--- src/rtl/refill_pkg.sv ---
package refill_pkg;
  localparam int WORD_W = 32;

  typedef enum logic [1:0] {ST_IDLE, ST_ADDR, ST_WAIT, ST_XFER} seq_st_e;

  // Deterministic memory content: one word per word address.
  function automatic logic [WORD_W-1:0] mem_word(input logic [31:0] waddr);
    return (waddr * 32'h0001_0003) ^ 32'h5A5A_5A5A;
  endfunction

  // Cycles from the accepting edge to the last delivered word.
  function automatic int refill_cycles(input int org, input int words, input int lat);
    case (org)
      0:       return 1 + words * (lat + 1);
      1:       return 2 + lat;
      default: return 1 + lat + words;
    endcase
  endfunction
endpackage

--- src/rtl/refill_mem_bank.sv ---
module refill_mem_bank import refill_pkg::*; #(
  parameter int WAW     = 18,
  parameter int ACC_LAT = 15
) (
  input  logic              clk,
  input  logic              rst_n,
  input  logic              start,
  input  logic [WAW-1:0]    waddr,
  output logic              done,
  output logic [WORD_W-1:0] rdata
);
  localparam int CW = $clog2(ACC_LAT + 1);

  logic [CW-1:0]  rem;
  logic [WAW-1:0] addr_q;

  // done marks the final access cycle; the word is registered on that edge
  assign done = (rem == CW'(1));

  always_ff @(posedge clk) begin
    if (!rst_n) begin
      rem    <= '0;
      addr_q <= '0;
      rdata  <= '0;
    end else begin
      if (start) begin
        rem    <= CW'(ACC_LAT - 1);
        addr_q <= waddr;
      end else if (rem != '0) begin
        rem <= rem - 1'b1;
      end
      if (done) rdata <= mem_word(32'(addr_q));
    end
  end
endmodule

--- src/rtl/refill_ctrl.sv ---
module refill_ctrl import refill_pkg::*; #(
  parameter int ORG    = 0,
  parameter int WORDS  = 4,
  parameter int BLK_AW = 16,
  parameter int NB     = 1,
  parameter int OFF_W  = 2
) (
  input  logic                           clk,
  input  logic                           rst_n,
  input  logic                           req_valid,
  input  logic [BLK_AW-1:0]              req_addr,
  input  logic                           access_done,
  output logic                           req_ready,
  output logic                           accept,
  output logic [NB-1:0]                  bank_start,
  output logic [NB-1:0][BLK_AW+OFF_W-1:0] bank_waddr,
  output logic                           xfer_beat,
  output logic                           last_beat,
  output logic [OFF_W-1:0]               widx
);
  seq_st_e           st;
  logic              first_q;
  logic [BLK_AW-1:0] blk_q;

  assign req_ready  = (st == ST_IDLE);
  assign accept     = req_valid && req_ready;
  assign xfer_beat  = (st == ST_XFER);
  assign last_beat  = xfer_beat && ((ORG == 1) || (widx == OFF_W'(WORDS - 1)));
  assign bank_start = {NB{(st == ST_WAIT) && first_q}};

  for (genvar b = 0; b < NB; b++) begin : g_addr
    if (ORG == 0) begin : g_narrow
      assign bank_waddr[b] = {blk_q, widx};
    end else begin : g_multi
      assign bank_waddr[b] = {blk_q, OFF_W'(b)};
    end
  end

  always_ff @(posedge clk) begin
    if (!rst_n) begin
      st      <= ST_IDLE;
      first_q <= 1'b0;
      blk_q   <= '0;
      widx    <= '0;
    end else begin
      case (st)
        ST_IDLE: if (accept) begin
          st    <= ST_ADDR;
          blk_q <= req_addr;
          widx  <= '0;
        end
        ST_ADDR: begin
          st      <= ST_WAIT;
          first_q <= 1'b1;
        end
        ST_WAIT: begin
          first_q <= 1'b0;
          if (access_done) st <= ST_XFER;
        end
        default: begin
          if (last_beat) begin
            st <= ST_IDLE;
          end else begin
            widx <= widx + 1'b1;
            if (ORG == 0) begin
              st      <= ST_WAIT;
              first_q <= 1'b1;
            end
          end
        end
      endcase
    end
  end
endmodule

--- src/rtl/refill_deliver.sv ---
module refill_deliver import refill_pkg::*; #(
  parameter int ORG   = 0,
  parameter int WORDS = 4,
  parameter int NB    = 1,
  parameter int OFF_W = 2
) (
  input  logic                         xfer_beat,
  input  logic                         last_beat,
  input  logic [OFF_W-1:0]             widx,
  input  logic [NB-1:0][WORD_W-1:0]    bank_rdata,
  output logic [WORDS-1:0]             fill_mask,
  output logic [WORDS*WORD_W-1:0]      fill_data,
  output logic                         fill_last
);
  always_comb begin
    fill_mask = '0;
    if (xfer_beat) begin
      if (ORG == 1) fill_mask = '1;
      else          fill_mask[widx] = 1'b1;
    end
  end

  for (genvar k = 0; k < WORDS; k++) begin : g_slot
    localparam int SRC = (NB == 1) ? 0 : k;
    assign fill_data[k*WORD_W +: WORD_W] = bank_rdata[SRC];
  end

  assign fill_last = last_beat;
endmodule

--- src/rtl/refill_seq.sv ---
module refill_seq import refill_pkg::*; #(
  parameter int ORG     = 0,
  parameter int WORDS   = 4,
  parameter int BLK_AW  = 16,
  parameter int ACC_LAT = 15
) (
  input  logic                    clk,
  input  logic                    rst_n,
  input  logic                    req_valid,
  input  logic [BLK_AW-1:0]       req_addr,
  output logic                    req_ready,
  output logic [WORDS-1:0]        fill_mask,
  output logic [WORDS*WORD_W-1:0] fill_data,
  output logic                    fill_last
);
  localparam int OFF_W = $clog2(WORDS);
  localparam int WAW   = BLK_AW + OFF_W;
  localparam int NB    = (ORG == 0) ? 1 : WORDS;

  logic                         accept;
  logic                         access_done;
  logic                         xfer_beat;
  logic                         last_beat;
  logic [OFF_W-1:0]             widx;
  logic [NB-1:0]                bank_start;
  logic [NB-1:0]                bank_done;
  logic [NB-1:0][WAW-1:0]       bank_waddr;
  logic [NB-1:0][WORD_W-1:0]    bank_rdata;

  // all banks run in lockstep; bank 0 speaks for the group
  assign access_done = bank_done[0];

  refill_ctrl #(
    .ORG(ORG), .WORDS(WORDS), .BLK_AW(BLK_AW), .NB(NB), .OFF_W(OFF_W)
  ) u_ctrl (
    .clk(clk), .rst_n(rst_n), .req_valid(req_valid), .req_addr(req_addr),
    .access_done(access_done), .req_ready(req_ready), .accept(accept),
    .bank_start(bank_start), .bank_waddr(bank_waddr), .xfer_beat(xfer_beat),
    .last_beat(last_beat), .widx(widx)
  );

  for (genvar b = 0; b < NB; b++) begin : g_bank
    refill_mem_bank #(.WAW(WAW), .ACC_LAT(ACC_LAT)) u_bank (
      .clk(clk), .rst_n(rst_n), .start(bank_start[b]), .waddr(bank_waddr[b]),
      .done(bank_done[b]), .rdata(bank_rdata[b])
    );
  end

  refill_deliver #(.ORG(ORG), .WORDS(WORDS), .NB(NB), .OFF_W(OFF_W)) u_out (
    .xfer_beat(xfer_beat), .last_beat(last_beat), .widx(widx),
    .bank_rdata(bank_rdata), .fill_mask(fill_mask), .fill_data(fill_data),
    .fill_last(fill_last)
  );
endmodule

--- config.mk ---
export PLATFORM = sky130hd
export DESIGN_NAME = refill_seq
export DESIGN_NICKNAME = d
export VERILOG_FILES = /design/src/rtl/refill_pkg.sv /design/src/rtl/refill_mem_bank.sv /design/src/rtl/refill_ctrl.sv /design/src/rtl/refill_deliver.sv /design/src/rtl/refill_seq.sv
export SDC_FILE = /design/constraint.sdc
export NUM_CORES = 1
export LEC_CHECK = 0
export BUFFER_PORTS_ARGS = -buffer_cell sky130_fd_sc_hd__buf_2
export CAP_MARGIN = 30
export CELL_PAD_IN_SITES_DETAIL_PLACEMENT = 0
export CELL_PAD_IN_SITES_GLOBAL_PLACEMENT = 1
export CORE_MARGIN = 8
export CORE_UTILIZATION = 39
export CTS_BUF_LIST = sky130_fd_sc_hd__clkbuf_8
export CTS_CLUSTER_SIZE = 8
export DETAILED_ROUTE_END_ITERATION = 8
export GPL_TIMING_DRIVEN = 0
export PLACE_DENSITY = 0.91
export SLEW_MARGIN = 25
export SYNTH_ARGS = -nofsm -noshare
export SYNTH_HDL_FRONTEND = slang
export SYNTH_SLANG_ARGS = --single-unit
--- constraint.sdc ---
create_clock -name clk -period 4.5 [get_ports clk]
set_clock_uncertainty 0.1 [all_clocks]
set_input_delay 0.675 -clock clk [delete_from_list [all_inputs] [get_ports clk]]
set_output_delay 0.675 -clock clk [all_outputs]
set_load 0.01 [all_outputs]
==> After elaboration in Yosys (flattened, before gate mapping) <==
Index checks and enable logic that the tools add are counted.
{ "totals": {"output_inout_bits": 134, "input_bits": 19, "elab_cells": 53, "regBits": 75} }
{ "op_classes": {"mul": 1, "magnitude_cmp": 2, "eq_ne": 9, "muxes": 14, "n_reduce_logical": 13, "n_bitwise": 4, "n_addsub": 2} }
{ "ops": {"columns": ["operator", "count"], "rows": [
  ["$mul A18 B17 Y32 const B", 1],
  ["$not A16 Y16", 1],
  ["$mux W4", 3],
  ["$mux W2", 5],
  ["$eq A2 B2 Y1 const B", 3],
  ["$pmux W2 S3", 1],
  ["$reduce_and A2 Y1", 3],
  ["$eq A4 B1 Y1 const B", 1],
  ["$logic_and A1 B1 Y1", 4],
  ["$ne A2 B2 Y1 const B", 2],
  ["$pmux W2 S2", 1],
  ["$reduce_bool A4 Y1", 1],
  ["$reduce_or A2 Y1", 2],
  ["$sub A4 B1 Y4 const B", 1],
  ["$lt A2 B3 Y1 const B", 1],
  ["$ne A3 B1 Y1 const B", 1],
  ["$not A1 Y1", 3],
  ["$pmux W1 S3", 1],
  ["$reduce_and A3 Y1", 1],
  ["$add A2 B1 Y2 const B", 1],
  ["$demux W1 S2", 1],
  ["$eq A2 B1 Y1 const B", 1],
  ["$ge A2 B1 Y1 const B", 1],
  ["$logic_not A2 Y1", 1],
  ["other kinds (3)", 4]
]} }

==> Logic depth before layout (Yosys ltp) <==
{ "logic_depth": {"depth_word": 5, "depth_mapped": 16, "depth_no_buf": 15} }

==> Cells and area by module <==
From an unflattened synthesis, not the netlist that was laid out.
{ "hier_totals": {"cells_unflattened": 675, "area_unflattened_um2": 5821.8} }
{ "by_module_without_submodules": {"columns": ["mod", "cells_per_inst", "area_per_inst_um2", "instances", "seq_area_each_um2"], "rows": [
  ["refill_mem_bank", 427, 3876.2, 1, 1081.0],
  ["refill_deliver", 133, 1006.0, 1, 0.0],
  ["refill_ctrl", 115, 939.7, 1, 420.4]
]} }

==> Least setup slack after synthesis <==
Ideal clock, no wire load.
{ "synth_timing": {"path_type": "register to register", "from": "register g_bank[0].u_bank.addr_q[16]", "to": "register g_bank[0].u_bank.rdata[24]", "arrival_ns": 3.435, "stages_incl_launch_ff": 16, "synth_period_minus_slack_ns": 3.626, "n_path_buf": 1, "required_ns": 4.309, "setup_slack_ns": 0.874, "setup_ns": 0.091, "cell_sequence": "dfxtp_1 -> inv_1 -> ha_1 -> inv_1 -> ha_1 -> ha_1 -> fa_1 -> ha_1 -> buf_2 -> nand2_1 -> o21a_1 -> o21ai_1 -> o21ai_2 -> o31a_4 -> or3_1 -> a311oi_1"} }
{ "synth_via": {"elab_chain_cells": 1} }
{ "synth_lines": {"columns": ["element", "line", "source"], "rows": [
  ["start: declaration", "refill_mem_bank.sv:15", "logic [WAW-1:0] addr_q;"],
  ["start signal: assignment", "refill_mem_bank.sv:28", "addr_q <= waddr;"],
  ["$mul A18 B17 Y32", "refill_pkg.sv:8", "return (waddr * 32'h0001_0003) ^ 32'h5A5A_5A5A;"],
  ["end signal: assignment", "refill_mem_bank.sv:32", "if (done) rdata <= mem_word(32'(addr_q));"],
  ["end: declaration", "refill_mem_bank.sv:10", "output logic [WORD_W-1:0] rdata"]
]} }
Every way passes these cells.
A chain may end at the register's enable or synchronous reset.

==> Worst setup path after layout <==
Ends and elaborated chain as after synthesis.

==> impl_metrics.ini <==
[clock_tree]
cts_tree = done
htree_levels = 3
cts_buffer_depth = 2
cts_setup_buffers = 0
cts_root_buf = clkbuf_8
holdBufCountCts = 0
cts_made_buffers = 9
insertion_delay_ps = 380
path_clk_slew_ps = 100
clock-sinks = 75
cts_resized = 0

[worst_setup_path]
cpMostUsedCell = ha_1
worstPathMaxFanout = 10
path_delay_family = adder cells
cp_slowest_cell = fa_1
cpPeakStageDelay_ps = 480
endpoint_kind = flip-flop
worstSetupPathType = reg -> reg
crit_buf_inv = 3
worstPathCellList = inv_1 -> ha_1 -> inv_1 -> ha_1 -> ha_1 -> fa_1 -> ha_1 -> buf_2 -> nand2_1 -> o21a_1 -> o21ai_1 -> o21ai_2 -> o31a_4 -> or3_1 -> a311oi_1
cp-start-kind = flip-flop
cp.arrival_ps = 4070
required_ps = 4690

[placement]
gp_congestion = 0.851
place_area_um2 = 6280
port_buffers = 151
dp_hpwl_mm = 10.5
dp_cells = 973

[sta]
tightestPinTransition_ps = 698
final.min_clock_period_ps = 3880
slew_viol_final = 0
timing.fmax_mhz = 258
setup_violations = 0
holdWs_ps = 356
slew_headroom_pct = 53.4
fin_crit_sh_pct = 86.2
tns_ps = 0
rsz0062_at_grt = false
finalHoldViolations = 0

[logic_synthesis]
synth_edf_count = 0
syn_inst = 646
synth.distinct_cells = 47
syn_avg_cell_area_um2 = 8.21
yosys.area.top_type_share_pct = 28.3
syn_area_um2 = 5300
synth-seq-area-share_pct = 28.3
synthFlopType = dfxtp_1
synthTopCellsByArea = dfxtp_1 28%, ha_1 18%, buf_4 14%, a21oi_1 6.8%, nand2_1 6.7%
synth_nets = 744
ys_warn_count = 0
synth_top_cell_by_area = dfxtp_1
async_flop_share_pct = 0
ys_ff_latch = 75

[status]
status = finished clean

[detailed_routing]
routed_wl_mm = 12.9
viasPerCell = 4.74
wl_per_cell_um = 13.1
drtIter0Drc = 195
drc = 0
postRouteAntennaNets = 0
drt_pre_antenna_iters = 4
vias = 4684

[global_route]
grt_pass1_wl_mm = 21.6
grt_overflow = 0
grt_pass1_vias = 4474
antenna_found_initial = 0
grt_max_degree = 17
grtUsageTotal_pct = 14.6

[layout]
num_antenna_cells = 0
drive_gt1_share_pct = 33.8
layout_common_cells = 154 x buf_2, 98 x buf_4, 95 x nand2_1
fillers = 1371
final_common_cell = buf_2
finalInstanceArea_um2 = 6470
area_growth_pct = 22.0
layout.nets = 906
final_cell_count_no_fill = 989

[floorplanning]
core_area_um2 = 13200
die_h_um = 133
die_x_um = 133
ioPinCount = 153
rows = 42
initial_core_util_pct = 40.0
dieArea_um2 = 17600

[power_and_ir_drop]
power.total_w = 0.00210
ir_drop_v = 0.000192
power_density_nw_per_um2 = 325
p_leak_nw = 3.54

[worst_hold_path]
hold_class = reg -> reg

[run]
drv_cap = 0
==> synthesized netlist by cell type (all sizes together) (2+ instances only) <==
cell / number
dfxtp: 75
nor2b: 5
and3: 6
o221ai: 3
xor2: 5
a211oi: 15
nor3: 5
a21o: 4
o211ai: 3
o31ai: 3
o21a: 4
nand3b: 4
a21oi: 72
inv: 22
xnor2: 11
fa: 4
nand3: 18
and2: 8
nor4: 2
buf: 105
ha: 75
or3: 5
nor2: 30
nand4: 5
o21ai: 25
clkbuf: 20
a31oi: 5
nand2: 95
a311oi: 2
==> cell families (layout without fill, tap and decap cells) <==
kind of cell,Yosys count,after routing,share of synthesized area (%)
XOR/XNOR,16,16,2.64
adder cells (fa/ha/maj),79,79,19.2
buffers and inverters,147,314,17.4
AND/OR/NAND/NOR,188,188,16.0
AO/OA/AOI/OAI,141,141,16.4
flip-flops,75,75,28.3
==> worst register-to-register path, delay by kind of cell, from the launching register on <==
| family | cells | cell delay, ps |
|---|---|---|
| AO/OA/AOI/OAI | 5 | 980 |
| AND/OR/NAND/NOR | 2 | 410 |
| flip-flops | 1 | 390 |
| adder cells (fa/ha/maj) | 5 | 1650 |
| buffers and inverters | 3 | 300 |
==> per-layer routing <==
metal	global-route usage [%]	routed length [um]
met1	17.8	5980
met2	24.0	5850
met3	4.73	941
met4	4.35	155
met5	0	0
==> stage by stage <==
step | setup slack (ps) | utilization (%)
finish | 620 | 48.8
global route | 433 | 48.8
CTS | 599 | 48.8
detailed placement | 628 | 47.4
global placement | 666 | 47.4
floorplan | 874 | -
==> state kept, by name, indices dropped and copies added (netlist names) <==
signal	count
u_ctrl.first_q	1
g_bank.u_bank.rem	4
g_bank.u_bank.rdata	32
u_ctrl.blk_q	16
u_ctrl.widx	2
u_ctrl.st	2
g_bank.u_bank.addr_q	18
==> power by group <==
group          internal (W)  switching, W
Clock              0.000215      0.000300
Sequential         0.000750     0.0000818
Combinational      0.000355      0.000399
Total               0.00132      0.000781
==> path summary, 6_finish.rpt <==
check	from	endpoint	slack (ps)	depth (start not counted)
setup / recovery	g_bank[0].u_bank.addr_q[16]	g_bank[0].u_bank.rdata[24]	620	15
hold / removal	u_ctrl.blk_q[4]	g_bank[0].u_bank.addr_q[6]	360	2
setup reg to reg	g_bank[0].u_bank.addr_q[16]	g_bank[0].u_bank.rdata[24]	620	15
hold reg to reg	u_ctrl.blk_q[4]	g_bank[0].u_bank.addr_q[6]	360	2
==> area by class of cell <==
| class | instances | area [um2] | area share, % |
|---|---|---|---|
| sequential | 75 | 1500 | 23.2 |
| inverter | 22 | 82.6 | 1.28 |
| clock buffer | 9 | 124 | 1.92 |
| multi-input combinational | 424 | 2880 | 44.5 |
| buffer | 125 | 841 | 13.0 |
| clock inverter | 7 | 65.1 | 1.01 |
| timing repair buffer | 151 | 756 | 11.7 |
| tap | 176 | 220 | 3.41 |
No activity file was read; power rests on OpenSTA's default activity.
